[src/rtl/rsc_pkg.sv]
package rsc_pkg;

    localparam int TP_COUNT_DEF = 12;
    localparam int NUM_SOFT_SRC = 4;

    typedef struct packed {
        logic pend;
        logic det;
    } latch_state_t;

    typedef struct packed {
        logic halted;
    } halt_state_t;

endpackage

[src/rtl/rsc_restart_latch.sv]
module rsc_restart_latch #(
    parameter int NUM_SRC = rsc_pkg::NUM_SOFT_SRC,
    parameter int TPW     = 4,
    parameter int TP_LAST = 12
) (
    input  logic               clk,
    input  logic               rst_n,
    input  logic [NUM_SRC-1:0] soft_req,
    input  logic               severe,
    input  logic               ack,
    input  logic [TPW-1:0]     tp_q,
    output logic               restart_q,
    output logic               restart_d
);
    import rsc_pkg::*;

    latch_state_t st_q, st_d;
    logic any_req;
    logic release_now;
    logic at_last;

    always_comb begin
        any_req     = (|soft_req) | severe;
        release_now = ack & st_q.det;
        at_last     = (tp_q == TPW'(TP_LAST));
        st_d        = st_q;
        st_d.pend   = any_req | (st_q.pend & ~release_now);
        if (severe) begin
            st_d.det = 1'b1;
        end else if (release_now) begin
            st_d.det = 1'b0;
        end else if (st_q.pend && at_last) begin
            st_d.det = 1'b1;
        end
    end

    always_ff @(posedge clk) begin
        if (!rst_n) begin
            st_q <= '{pend: 1'b1, det: 1'b1};
        end else begin
            st_q <= st_d;
        end
    end

    assign restart_q = st_q.det;
    assign restart_d = st_d.det;

    assert_severe_immediate_R6: assert property (@(posedge clk) disable iff (!rst_n)
        severe |=> restart_q);

    assert_ack_releases_R7: assert property (@(posedge clk) disable iff (!rst_n)
        (ack && restart_q && !severe) |=> !restart_q);

    assert_rise_only_at_last_R3: assert property (@(posedge clk) disable iff (!rst_n)
        $rose(restart_q) |-> ($past(tp_q) == TPW'(TP_LAST) || $past(severe)));

    assert_pending_kept_R8: assert property (@(posedge clk) disable iff (!rst_n)
        (st_q.pend && !(ack && restart_q)) |=> st_q.pend);

endmodule

[src/rtl/rsc_halt.sv]
module rsc_halt #(
    parameter int TPW     = 4,
    parameter int TP_LAST = 12
) (
    input  logic           clk,
    input  logic           rst_n,
    input  logic           halt_req,
    input  logic [TPW-1:0] tp_q,
    output logic           halt_q,
    output logic           halt_d
);
    import rsc_pkg::*;

    halt_state_t st_q, st_d;

    always_comb begin
        st_d        = st_q;
        st_d.halted = halt_req & (st_q.halted | (tp_q == TPW'(TP_LAST)));
    end

    always_ff @(posedge clk) begin
        if (!rst_n) begin
            st_q <= '{halted: 1'b0};
        end else begin
            st_q <= st_d;
        end
    end

    assign halt_q = st_q.halted;
    assign halt_d = st_d.halted;

    assert_halt_waits_for_last_R9: assert property (@(posedge clk) disable iff (!rst_n)
        (halt_req && !halt_q && tp_q != TPW'(TP_LAST)) |=> !halt_q);

    assert_halt_drops_with_input_R9: assert property (@(posedge clk) disable iff (!rst_n)
        !halt_req |=> !halt_q);

endmodule

[src/rtl/rsc_timepulse.sv]
module rsc_timepulse #(
    parameter int TPW     = 4,
    parameter int TP_LAST = 12
) (
    input  logic           clk,
    input  logic           rst_n,
    input  logic           hold_d,
    input  logic           abort,
    output logic [TPW-1:0] tp_q
);
    typedef struct packed {
        logic [TPW-1:0] step;
    } tp_state_t;

    localparam logic [TPW-1:0] LAST  = TPW'(TP_LAST);
    localparam logic [TPW-1:0] FIRST = TPW'(1);

    tp_state_t st_q, st_d;

    always_comb begin
        st_d = st_q;
        if (abort) begin
            st_d.step = LAST;
        end else if (st_q.step == LAST) begin
            st_d.step = hold_d ? LAST : FIRST;
        end else begin
            st_d.step = st_q.step + FIRST;
        end
    end

    always_ff @(posedge clk) begin
        if (!rst_n) begin
            st_q <= '{step: LAST};
        end else begin
            st_q <= st_d;
        end
    end

    assign tp_q = st_q.step;

    assert_steps_forward_R2: assert property (@(posedge clk) disable iff (!rst_n)
        ($past(tp_q) != LAST && !$past(abort)) |-> tp_q == $past(tp_q) + FIRST);

    assert_step_in_range_R2: assert property (@(posedge clk) disable iff (!rst_n)
        (tp_q >= FIRST && tp_q <= LAST));

endmodule

[src/rtl/restart_stop_ctl.sv]
module restart_stop_ctl #(
    parameter int TP_COUNT = rsc_pkg::TP_COUNT_DEF,
    parameter int TPW      = $clog2(TP_COUNT + 1)
) (
    input  logic           clk,
    input  logic           rst_n,
    input  logic           req_standby,
    input  logic           req_sw_alarm,
    input  logic           req_monitor,
    input  logic           req_volt,
    input  logic           req_severe,
    input  logic           mon_halt,
    input  logic           seq_selected,
    output logic           restart_o,
    output logic           stop_o,
    output logic [TPW-1:0] tp_o
);
    import rsc_pkg::*;

    localparam int NSRC = NUM_SOFT_SRC;

    logic [NSRC-1:0] soft_req;
    logic            rst_now, rst_next;
    logic            hlt_now, hlt_next;
    logic            hold_next;
    logic [TPW-1:0]  tp_cur;

    always_comb begin
        soft_req  = {req_standby, req_sw_alarm, req_monitor, req_volt};
        hold_next = rst_next | hlt_next;
    end

    rsc_restart_latch #(.NUM_SRC(NSRC), .TPW(TPW), .TP_LAST(TP_COUNT)) u_latch (
        .clk       (clk),
        .rst_n     (rst_n),
        .soft_req  (soft_req),
        .severe    (req_severe),
        .ack       (seq_selected),
        .tp_q      (tp_cur),
        .restart_q (rst_now),
        .restart_d (rst_next)
    );

    rsc_halt #(.TPW(TPW), .TP_LAST(TP_COUNT)) u_halt (
        .clk      (clk),
        .rst_n    (rst_n),
        .halt_req (mon_halt),
        .tp_q     (tp_cur),
        .halt_q   (hlt_now),
        .halt_d   (hlt_next)
    );

    rsc_timepulse #(.TPW(TPW), .TP_LAST(TP_COUNT)) u_tp (
        .clk    (clk),
        .rst_n  (rst_n),
        .hold_d (hold_next),
        .abort  (req_severe),
        .tp_q   (tp_cur)
    );

    assign restart_o = rst_now;
    assign stop_o    = rst_now | hlt_now;
    assign tp_o      = tp_cur;

    assert_stop_pins_tp_R5: assert property (@(posedge clk) disable iff (!rst_n)
        stop_o |-> tp_o == TPW'(TP_COUNT));

    assert_stop_leaves_to_first_R10: assert property (@(posedge clk) disable iff (!rst_n)
        ($fell(stop_o) && !$past(req_severe)) |-> tp_o == TPW'(1));

endmodule

[config.mk]
export PLATFORM = sky130hd
export DESIGN_NAME = restart_stop_ctl
export DESIGN_NICKNAME = d
export VERILOG_FILES = /design/src/rtl/rsc_pkg.sv /design/src/rtl/rsc_restart_latch.sv /design/src/rtl/rsc_halt.sv /design/src/rtl/rsc_timepulse.sv /design/src/rtl/restart_stop_ctl.sv
export SDC_FILE = /design/constraint.sdc
export NUM_CORES = 1
export LEC_CHECK = 0
export BUFFER_PORTS_ARGS = -buffer_cell sky130_fd_sc_hd__buf_2
export CELL_PAD_IN_SITES_DETAIL_PLACEMENT = 1
export CELL_PAD_IN_SITES_GLOBAL_PLACEMENT = 1
export CORE_AREA = 2 2 39 41
export DETAILED_ROUTE_END_ITERATION = 12
export DIE_AREA = 0 0 41 43
export PLACE_DENSITY = 0.71
export SLEW_MARGIN = 20
export SYNTH_ARGS = -nofsm -noshare
export SYNTH_HDL_FRONTEND = slang
export SYNTH_SLANG_ARGS = --single-unit
[constraint.sdc]
create_clock -name clk -period 1.4 [get_ports clk]
set_input_delay 0.21 -clock clk [delete_from_list [all_inputs] [get_ports clk]]
set_output_delay 0.21 -clock clk [all_outputs]
set_load 0.02 [all_outputs]
**After elaboration in Yosys (flattened, before gate mapping)**

Index checks and enable logic that the tools add are counted.

- Output and inout bits: 6
- Bits in registers: 7
- Input bits: 9
- Logic and storage cells: 24

- Bitwise logic cells: 10
- Equal/unequal tests: 1
- Multiplexer cells: 5
- Add/sub/neg operators: 1
- Reductions and logical operators: 3

Operators with widths:

| operator | count |
|---|---|
| $mux 4 | 2 |
| $or 1x1->1 | 5 |
| $add 4x1->4 const B | 1 |
| $eq 4x4->1 const B | 1 |
| $reduce_or 4->1 | 1 |
| $and 1x1->1 | 3 |
| $mux 1 | 3 |
| $not 1->1 | 2 |
| $reduce_or 2->1 | 1 |
| $logic_and 1x1->1 | 1 |

**Longest topological paths before layout**

Gate-level depths: netlist (run 1).

- Word-level depth: 8
- Depth in mapped cells: 6
- Gate-level depth less buffers: 5

**Modules after synthesis**

Synthesis (run 1) repeated with hierarchy kept, for this count alone.

- Cells, all modules: 42
- Area, all modules: 366.6 um2

Modules (own cells, without submodules):

| module | area each (um2) | sequential area each (um2) | cells each | instances |
|---|---|---|---|---|
| rsc_timepulse | 195.2 | 80.1 | 22 | 1 |
| rsc_restart_latch | 107.6 | 40.0 | 12 | 1 |
| rsc_halt | 51.3 | 20.0 | 6 | 1 |
| restart_stop_ctl | 12.5 | 0.0 | 2 | 1 |

**Worst setup path after synthesis (run 1)**

Ideal clock, no wire load.

- Path kind: reg-to-reg
- From: register u_tp.st_q (netlist bit u_tp.tp_q[0])
- To: register u_tp.st_q (netlist bit u_tp.tp_q[2])
- Stages on the path, launching flop included: 7
- Setup time: 0.120 ns
- Path buffers: 1
- Slack: -0.007 ns
- Arrival: 1.286 ns
- Required time: 1.280 ns
- Period minus slack after synthesis: 1.407 ns
- Path through: dfxtp_1 > inv_1 > ha_1 > and3_1 > buf_6 > nor3_1 > a21oi_1

- Cells in the longest elaborated chain, start to end: 8
- Elaborated cells between the ends (all ways): 11
- Those cells by class: add/sub (1); eq/ne (1); mux (5); bitwise (3); reduce/logical (1)

RTL lines:

| what | line | text |
|---|---|---|
| from (decl) | rsc_timepulse.sv:18 | `tp_state_t st_q, st_d;` |
| from (signal assigned) | rsc_timepulse.sv:33 | `st_q <= '{step: LAST};` |
| from (signal assigned) | rsc_timepulse.sv:35 | `st_q <= st_d;` |
| $eq 4x4->1 | rsc_restart_latch.sv:25, rsc_halt.sv:18, rsc_timepulse.sv:24 |  |
| $logic_and 1x1->1 | rsc_restart_latch.sv:32 | `end else if (st_q.pend && at_last) begin` |
| $mux 1 | rsc_restart_latch.sv:32 |  |
| $mux 1 | rsc_restart_latch.sv:30 | `end else if (release_now) begin` |
| $mux 1 | rsc_restart_latch.sv:28 | `if (severe) begin` |
| $or 1x1->1 | restart_stop_ctl.sv:30 | `hold_next = rst_next \| hlt_next;` |
| $mux 4 | rsc_timepulse.sv:25 | `st_d.step = hold_d ? LAST : FIRST;` |
| $mux 4 (*) | rsc_timepulse.sv:24 | `end else if (st_q.step == LAST) begin` |

Mark *: on every way between the ends. The rest lies on a longest branch, timed or not.
A chain may end at the register's enable or synchronous reset.

**Final worst setup path (run 1)**

- From: register u_tp.st_q (netlist bit u_tp.tp_q[1])
- To: register u_tp.st_q (netlist bit u_tp.tp_q[2])

Same word-level chain as after synthesis.

==> impl_metrics.tcl, run 1 <==
set metrics [dict create \
    status "completed" \
    cp.buffers_inverters 1 \
    critical_path_class "flop to flop" \
    p_clk_frac 0.389 \
    synth_cells 38 \
    grt_pass1_vias 319 \
    clock_sinks 7 \
    total_power_mw 0.483 \
    internal_power_mw 0.352 \
    ys_top_cells_by_area "dfxtp_1 37%, ha_1 6.7%, mux2_4 4.0%" \
    fmax_mhz 775 \
    timing_max_transition_violations_final 0 \
    finalNonFillerCells 71 \
    synth_seq_area_share 0.373 \
    hpwl_um 693 \
    tightest_slew_ps 241 \
    grt_pass1_wl_mm 1.32 \
    cts_hold_buf 0 \
    cts_buffer_depth 2 \
    netlist_area_um2 375 \
    ys_async_sr_fraction 0 \
    place.gp.congestion 0.673 \
    die_x_um 41 \
    min_period_over_period 0.921 \
    io_pins 15 \
    start_util 0.271 \
    p_sw_mw 0.131 \
    clk_latency_ps 250 \
    rsz0062_at_grt "no" \
    leakage_nw 0.239 \
    final_net_count 67 \
    n_antenna_cell 0 \
    crit_required_ps 1530 \
    clk_pin_slew_worst_paths_ps 50 \
    synth_top_area_cell "dfxtp_1" \
    cts_tree "yes" \
    firstDrtPassIters 4 \
    syn-num-nets 49 \
    cts.repair.resized 0 \
    drv_cap 0 \
    p_seq_frac 0.452 \
    antenna_found_initial 0 \
    start_kind "flop" \
    gr-usage-all-layers 0.115 \
    post-route-drc-count 0 \
    hp-class "input port to flop" \
    portBuffers 14 \
    hold_viol 0 \
    ys.warnings.count 0 \
    cts-root-buf "clkbuf_4" \
    path_delay_family "simple AND/OR/NAND/NOR gates" \
    setup_tns_ps 0 \
    switching_share 0.272 \
    synth_area_per_cell_um2 9.88 \
    grt_overflow 0 \
    fin_crit_ps 1290 \
    worstPathCellList "inv_1 > ha_1 > and3_1 > nor3_1 > a21oi_1" \
    synth_edf_count 0 \
    post_cts_buffers 0 \
    fin_ws_ps 110 \
    utilization 0.348 \
    worst_setup_path_end_kind "flop" \
    slew-limit-headroom 0.837 \
    path_max_fanout 6 \
    vias 331 \
    postRouteAntennaNets 0 \
    slowest_delay_ps 390 \
    peakVddDrop_mv 0.405 \
    drt-total-wl_um 842 \
    skew_ps 0.761 \
    dp_cells 67 \
    ys_top_cells_by_count "7 x dfxtp_1, 3 x inv_1" \
    p_per_area_nw_per_um2 1000 \
    pre_cts_ws_ps 114 \
    combPwrFrac 0.159 \
    cts.htree.levels 1 \
    core_region_area_um2 1380 \
    setup_viol 0 \
    viasPerCell 4.66 \
    arrival_ps 1420 \
    synth_top_area_share 0.373 \
    synth_most_common_cell "dfxtp_1" \
    rows 14 \
    die-height_um 43 \
    wl_per_cell_um 11.9 \
    ys.flop_type "dfxtp_1" \
    post-route-cell-area_um2 482 \
    drt_iter0_markers 5 \
    ys_types 25 \
    placed_area_um2 455 \
    crit_path_top_delay_cell "dfxtp_1" \
    ys_seq_elements 7 \
    die_area_um2 1760 \
    drive_gt1_frac 0.455 \
    cts-buffers-inserted 3 \
    grt_max_degree 7 \
    worst_hold_slack_ps 157 \
    synthToLayoutAreaGrowth_pct 28.3 \
]
-- per-layer routing --
| layer | vias to the layer above | share of wire | routed length (µm) | GRT usage |
|---|---|---|---|---|
| li1 | 170 | - | - | - |
| met1 | 146 | 0.46 | 384 | 0.147 |
| met2 | 12 | 0.49 | 410 | 0.159 |
| met3 | 3 | 0.037 | 31 | 0.0314 |
| met4 | 0 | 0.018 | 15 | 0.0800 |
| met5 | - | 0 | 0 | 0 |
-- sequential cells by signal, indices dropped and copies added (netlist names) --
name / cells
u_halt.halt_q: 1
u_latch.st_q: 1
u_tp.tp_q: 4
u_latch.restart_q: 1
-- placed cells by master, fill, tap and decap left out --
cell type | synthesis | layout
xor2_1 | 1 | 1
o221ai_1 | 1 | 1
nor4bb_1 | 1 | 1
a21oi_1 | 1 | 1
and3_1 | 2 | 2
nor3b_1 | 1 | 1
nand2b_1 | 1 | 1
nand3_1 | 2 | 2
or2_2 | 1 | 1
nor3_1 | 2 | 2
nand2_1 | 2 | 2
nand3_2 | 1 | 1
ha_1 | 2 | 2
clkbuf_4 | 0 | 3
clkbuf_1 | 0 | 1
or2b_1 | 1 | 1
o2111a_2 | 1 | 1
a21oi_2 | 1 | 1
o211a_1 | 1 | 1
dfxtp_2 | 0 | 1
a21o_1 | 1 | 1
buf_2 | 0 | 14
inv_2 | 1 | 1
nor4_1 | 1 | 1
inv_1 | 3 | 3
dfxtp_1 | 7 | 6
nor2b_4 | 1 | 1
mux2_4 | 1 | 1
-- path summary, 6_finish.rpt --
path,to,depth (start not counted),start,slack [ps]
max,u_tp.tp_q[2],5,u_tp.tp_q[1],110
min,u_latch.st_q[1],3,req_monitor,160
max reg2reg,u_tp.tp_q[2],5,u_tp.tp_q[1],110
min reg2reg,u_latch.st_q[1],2,u_latch.st_q[1],480
-- cells by family after synthesis --
| kind of cell | synth area share |
|---|---|
| simple gates | 0.287 |
| flops | 0.373 |
| compound gates | 0.140 |
| buf+inv | 0.0700 |
| fa+ha+maj | 0.0667 |
| xor+xnor | 0.0233 |
| mux | 0.0400 |
-- power groups by stage --
stage | sequential (mW) | clock [mW] | combinational [mW]
6_report | 0.218 | 0.188 | 0.0769
3_5_place_dp | 0.223 | 0 | 0.0776
3_3_place_gp | 0.222 | 0 | 0.0762
2_1_floorplan | 0.229 | 0 | 0.0472
4_1_cts | 0.219 | 0.191 | 0.0778
5_1_grt | 0.220 | 0.201 | 0.0858
-- worst register-to-register path, delay by kind of cell (launching register included) --
kind	cells	cell delay, ps
AO/OA/AOI/OAI	1	50
adder cells (fa/ha/maj)	1	200
buffers and inverters	1	60
flip-flops	1	390
AND/OR/NAND/NOR	2	460
-- layout make-up --
cell class                 instances  area, µm²
timing repair buffer              14       70.1
sequential                         7        141
clock buffer                       4       26.3
multi-input combinational         26        209
tap                               16       20.0
fill                             175        902
inverter                           4       15.0
Power figures use the tool's default switching activity.
==> run 2, diff against run 1 <==
Settings changed: REMOVE_ABC_BUFFERS from default to 1.
==> run 2 against run 1 <==
Clock skew increased by 4.5 ps. First-iteration DRC count is 100% lower. Sequential cell count is the same. Worst hold slack improved by 2.7 ps. Register-to-register slack got worse by 20 ps. Via count rose by 1.5%. Non-clock buffer count grew 1. Sequential share of layout area shrank 0.63 points. Highest routed layer is now met3. Critical path type unchanged. Power down 0.29%. Cell count up 1.4%. Wire length grew 3.6%. Core utilization grew 0.45 points. Critical endpoint is now u_tp.tp_q[0]. Largest cell class unchanged.
==> impl_metrics.tcl, run 2 (synthesis gave the netlist of run 1 again) <==
set metrics [dict create \
    status "completed" \
    path_max_fanout 6 \
    rsz0062_at_grt "no" \
    peakVddDrop_mv 0.398 \
    postRouteAntennaNets 0 \
    fmax_mhz 764 \
    min_period_over_period 0.934 \
    reg2regPathDepth 5 \
    antenna_found_initial 0 \
    drt_iter0_markers 0 \
    grt_max_degree 7 \
    drv_cap 0 \
    r2r_start "u_tp.tp_q[1]" \
    core_region_area_um2 1380 \
    die-height_um 43 \
    cts.repair.resized 0 \
    grt_overflow 0 \
    cts-buffers-inserted 3 \
    fin_crit_ps 1310 \
    cts_hold_buf 0 \
    cts_buffer_depth 2 \
    mostFrequentLayoutCells "14 x buf_2, 7 x dfxtp_1, 3 x inv_1, 3 x clkbuf_4" \
    viasPerCell 4.67 \
    skew_ps 5.29 \
    slew-limit-headroom 0.851 \
    place.gp.congestion 0.728 \
    placed_area_um2 462 \
    largest_reg_flops 4 \
    cts.htree.levels 1 \
    cts_tree "yes" \
    grt_pass1_wl_mm 1.37 \
    vias 336 \
    start_kind "flop" \
    start_util 0.271 \
    r2r-end "u_tp.tp_q[0]" \
    worst_setup_path_end_kind "flop" \
    setup_tns_ps 0 \
    gr-usage-all-layers 0.116 \
    wl_per_cell_um 12.1 \
    post_cts_buffers 0 \
    leakage_nw 0.244 \
    drive_gt1_frac 0.446 \
    hp-class "input port to flop" \
    post-route-cell-area_um2 488 \
    clk_pin_slew_worst_paths_ps 50 \
    min_from "req_monitor" \
    hpwl_um 705 \
    reg2reg_slack_ps 90 \
    hold_viol 0 \
    timing_max_transition_violations_final 0 \
    tightest_slew_ps 220 \
    hold_path_end "u_latch.st_q[1]" \
    die_x_um 41 \
    die_area_um2 1760 \
    cts-root-buf "clkbuf_4" \
    top_register "u_tp.tp_q" \
    post-route-drc-count 0 \
    portBuffers 14 \
    hold_depth 3 \
    arrival_ps 1500 \
    synthToLayoutAreaGrowth_pct 30.0 \
    n_antenna_cell 0 \
    drt-total-wl_um 872 \
    grt_pass1_vias 341 \
    setup_viol 0 \
    crit_required_ps 1590 \
    clock_sinks 7 \
    final_net_count 68 \
    firstDrtPassIters 1 \
    layout_commonest_cell "buf_2" \
    critical_path_class "flop to flop" \
    p_per_area_nw_per_um2 987 \
    rows 14 \
    io_pins 15 \
    clk_latency_ps 250 \
    fill_cells 176 \
]
run 2: cell count changes in the layout (fill, tap and decap cells not counted):
cell | previous run | this run
buf_4 | 0 | 1
dfxtp_1 | 6 | 7
dfxtp_2 | 1 | 0
run 2: through the flow:
step / std cells / total power, mW / hold WS [ps] / utilization / setup WS [ps]
final: 72 / 0.482 / 160 / 0.353 / 91.7
after global routing: 72 / 0.504 / 180 / 0.353 / 8.95
after CTS: 72 / 0.487 / 158 / 0.353 / 69.3
after detailed placement: 68 / 0.303 / 416 / 0.334 / 122
after global placement: 68 / 0.301 / 413 / 0.334 / 188
after floorplan: 37 / 0.266 / 311 / - / 40.3
run 2: where the power goes:
part	internal, mW	total [mW]	switching, mW	leakage (nW)
Combinational	0.0367	0.0827	0.0460	0.172
Sequential	0.208	0.216	0.00795	0.0572
Clock	0.109	0.183	0.0739	0.0150
run 2: final cells by class:
type / count / area (µm²) / area share
clock buffers: 4 / 26.3 / 0.0538
inverters: 4 / 15.0 / 0.0308
multi-input cells: 26 / 209 / 0.428
flip-flops and latches: 7 / 140 / 0.287
well taps: 16 / 20.0 / 0.0410
repair buffers: 15 / 77.6 / 0.159
run 2: layer usage:
metal,track usage,routed length (µm),part of all wire,vias to the layer above
li1,-,-,-,171
met1,0.141,388,0.44,151
met2,0.178,427,0.49,14
met3,0.0628,57,0.065,0
met4,0.0200,0,0,0
met5,0,0,0,-
run 2: worst max path at each step:
stage / slack, ps / cells past startpoint / start / to
floorplan: 40 / 5 / u_tp.tp_q[0] / u_tp.tp_q[2]
global placement: 190 / 5 / u_tp.tp_q[1] / u_tp.tp_q[2]
detailed placement: 120 / 5 / u_tp.tp_q[1] / u_tp.tp_q[2]
CTS: 70 / 5 / u_tp.tp_q[1] / u_tp.tp_q[0]
global route: 9 / 5 / u_tp.tp_q[1] / u_tp.tp_q[0]
finish: 90 / 5 / u_tp.tp_q[1] / u_tp.tp_q[0]
run 2: worst max-delay path: stages, from the launching register on:
cell and delay, ps:
dfxtp_1 380, inv_1 60, ha_1 210, and3_1 260, nor3_1 220, a21o_1 130
==> run 3, diff against run 2 <==
Settings changed: PLACE_DENSITY 0.71 to 0.72, SYNTH_HIERARCHICAL from default to 1.
==> run 3 against run 2 <==
The run now ends with setup timing left. Critical path depth grew 1. Sequential share of layout area fell by 1.9 points. Wire length grew 5.3%.
==> impl_metrics.tcl, run 3 <==
set metrics [dict create \
    timing_max_transition_violations_final 0 \
    setup_tns_ps -225 \
    grt_pass1_wl_mm 1.51 \
    start_util 0.265 \
    firstDrtPassIters 4 \
    synth_top_area_cell "dfxtp_1" \
    core_region_area_um2 1380 \
    synthToLayoutAreaGrowth_pct 45.1 \
    antenna_found_initial 0 \
    post-route-cell-area_um2 532 \
    drv_cap 0 \
    crit_required_ps 1540 \
    die_area_um2 1760 \
    synth_area_per_cell_um2 8.73 \
    top_register "u_tp/tp_q" \
    viasPerCell 4.73 \
    status "finished with violations" \
    p_per_area_nw_per_um2 921 \
    slew-limit-headroom 0.787 \
    ys.warnings.count 6 \
    tightest_slew_ps 319 \
    die-height_um 43 \
    cts-root-buf "clkbuf_4" \
    setup_viol 2 \
    rows 14 \
    total_power_mw 0.490 \
    mostFrequentLayoutCells "14 x buf_2, 5 x buf_4, 5 x dfxtp_1" \
    gr-usage-all-layers 0.132 \
    slowest_delay_ps 530 \
    place.gp.congestion 0.761 \
    cts-buffers-inserted 3 \
    drt_iter0_markers 4 \
    worstPathCellList "or4b_4 > o211ai_1 > or2_1 > nand4_1 > nand2_1 > a21oi_1" \
    io_pins 15 \
    ys_top_cells_by_count "7 x dfxtp_1, 4 x inv_1, 4 x nand2_1" \
    ys_top_cells_by_area "dfxtp_1 38%, ha_1 6.8%, a21oi_1 4.1%" \
    fill_cells 176 \
    grt_pass1_vias 337 \
    critical_path_class "flop to flop" \
    peakVddDrop_mv 0.313 \
    fin_ws_ps -142 \
    netlist_area_um2 367 \
    largest_reg_flops 4 \
    wl_per_cell_um 11.3 \
    violations "setup timing" \
    postRouteAntennaNets 0 \
    ys_async_sr_fraction 0 \
    final_net_count 77 \
    grt_overflow 0 \
    dp_cells 76 \
    worst_setup_path_end_kind "flop" \
    cts_hold_buf 0 \
    n_antenna_cell 0 \
    path_max_fanout 2 \
    ys_types 22 \
    die_x_um 41 \
    drt-total-wl_um 918 \
    clk_pin_slew_worst_paths_ps 50 \
    synth_edf_count 0 \
    synth_most_common_cell "dfxtp_1" \
    portBuffers 14 \
    ys_seq_elements 7 \
    fmax_mhz 648 \
    cts.htree.levels 1 \
    clk_latency_ps 250 \
    synth_cells 42 \
    hold_viol 0 \
    ys.flop_type "dfxtp_1" \
    min_period_over_period 1.10 \
    leakage_nw 0.266 \
    placed_area_um2 487 \
    clock_sinks 7 \
    hp-class "input port to flop" \
    drive_gt1_frac 0.431 \
    grt_max_degree 8 \
    start_kind "flop" \
    vias 383 \
    cts_buffer_depth 2 \
    cts_tree "yes" \
    post-route-drc-count 0 \
    synth_seq_area_share 0.382 \
    arrival_ps 1680 \
    synth_top_area_share 0.382 \
    fin_crit_ps 1540 \
    hpwl_um 729 \
    crit_path_top_delay_cell "or4b_4" \
    utilization 0.384 \
    skew_ps 2.61 \
    finalNonFillerCells 81 \
    layout_commonest_cell "buf_2" \
    rsz0062_at_grt "yes" \
]
-- run 3: cell count changes after synthesis, sizes merged, moves of 2 or more --
cell,before,now
nand4,0,2
nor3,2,0
nand2,2,4
o211ai,0,2
-- run 3: through the flow --
| stage | hold WS (ps) | setup slack (ps) |
|---|---|---|
| 2_1_floorplan | 323 | -163 |
| 3_3_place_gp | 418 | -135 |
| 3_5_place_dp | 431 | -164 |
| 4_1_cts | 166 | -180 |
| 5_1_grt | 189 | -219 |
| 6_report | 169 | -142 |
-- run 3: path summary, 6_finish.rpt --
path	from	slack, ps	to	cells past startpoint
setup reg to reg	u_tp/tp_q[0]	-140	u_tp/tp_q[0]	6
setup / recovery	u_tp/tp_q[0]	-140	u_tp/tp_q[0]	6
hold reg to reg	u_halt/halt_q	470	u_halt/halt_q	2
hold / removal	req_sw_alarm	170	u_latch/st_q[1]	3
-- run 3: metal layers --
metal	global-route usage	vias up	wire length (µm)
met3	0.0314	2	38
met2	0.191	11	464
li1	-	196	-
met1	0.158	174	400
met4	0.100	0	14
met5	0	-	0
-- run 3: power by group --
| group | internal (mW) | leakage, nW | switching [mW] |
|---|---|---|---|
| logic | 0.0439 | 0.193 | 0.0474 |
| clock network | 0.109 | 0.0150 | 0.0744 |
| registers | 0.208 | 0.0573 | 0.00711 |
-- run 3: area by class of cell --
class	instances	area, µm²	share of cell area
tap	16	20.0	0.0376
clock buffer	4	26.3	0.0494
sequential	7	143	0.268
multi-input combinational	30	216	0.407
timing repair buffer	19	108	0.202
inverter	5	18.8	0.0353
-- run 3: cell families after synthesis --
group,count (synthesis),synth area share
buffers and inverters,5,0.0512
AOI/OAI and AO/OA,8,0.143
xor gates and xnor gates,1,0.0239
DFF,7,0.382
and+or+nand+nor,18,0.304
adders and majority gates,2,0.0682
muxes,1,0.0273
-- run 3: critical path, delay by kind of cell, from the launching register on --
| family | cells | cell delay (ps) |
|---|---|---|
| compound gates | 2 | 220 |
| simple gates | 4 | 900 |
| flops | 1 | 310 |
-- run 3: timing repair --
item	4_1_cts	5_1_grt
resized for setup	3	1
hold endpoints to repair	0	0
buffers inserted	1	0
setup endpoints to repair	2	3
pin swaps	4	3
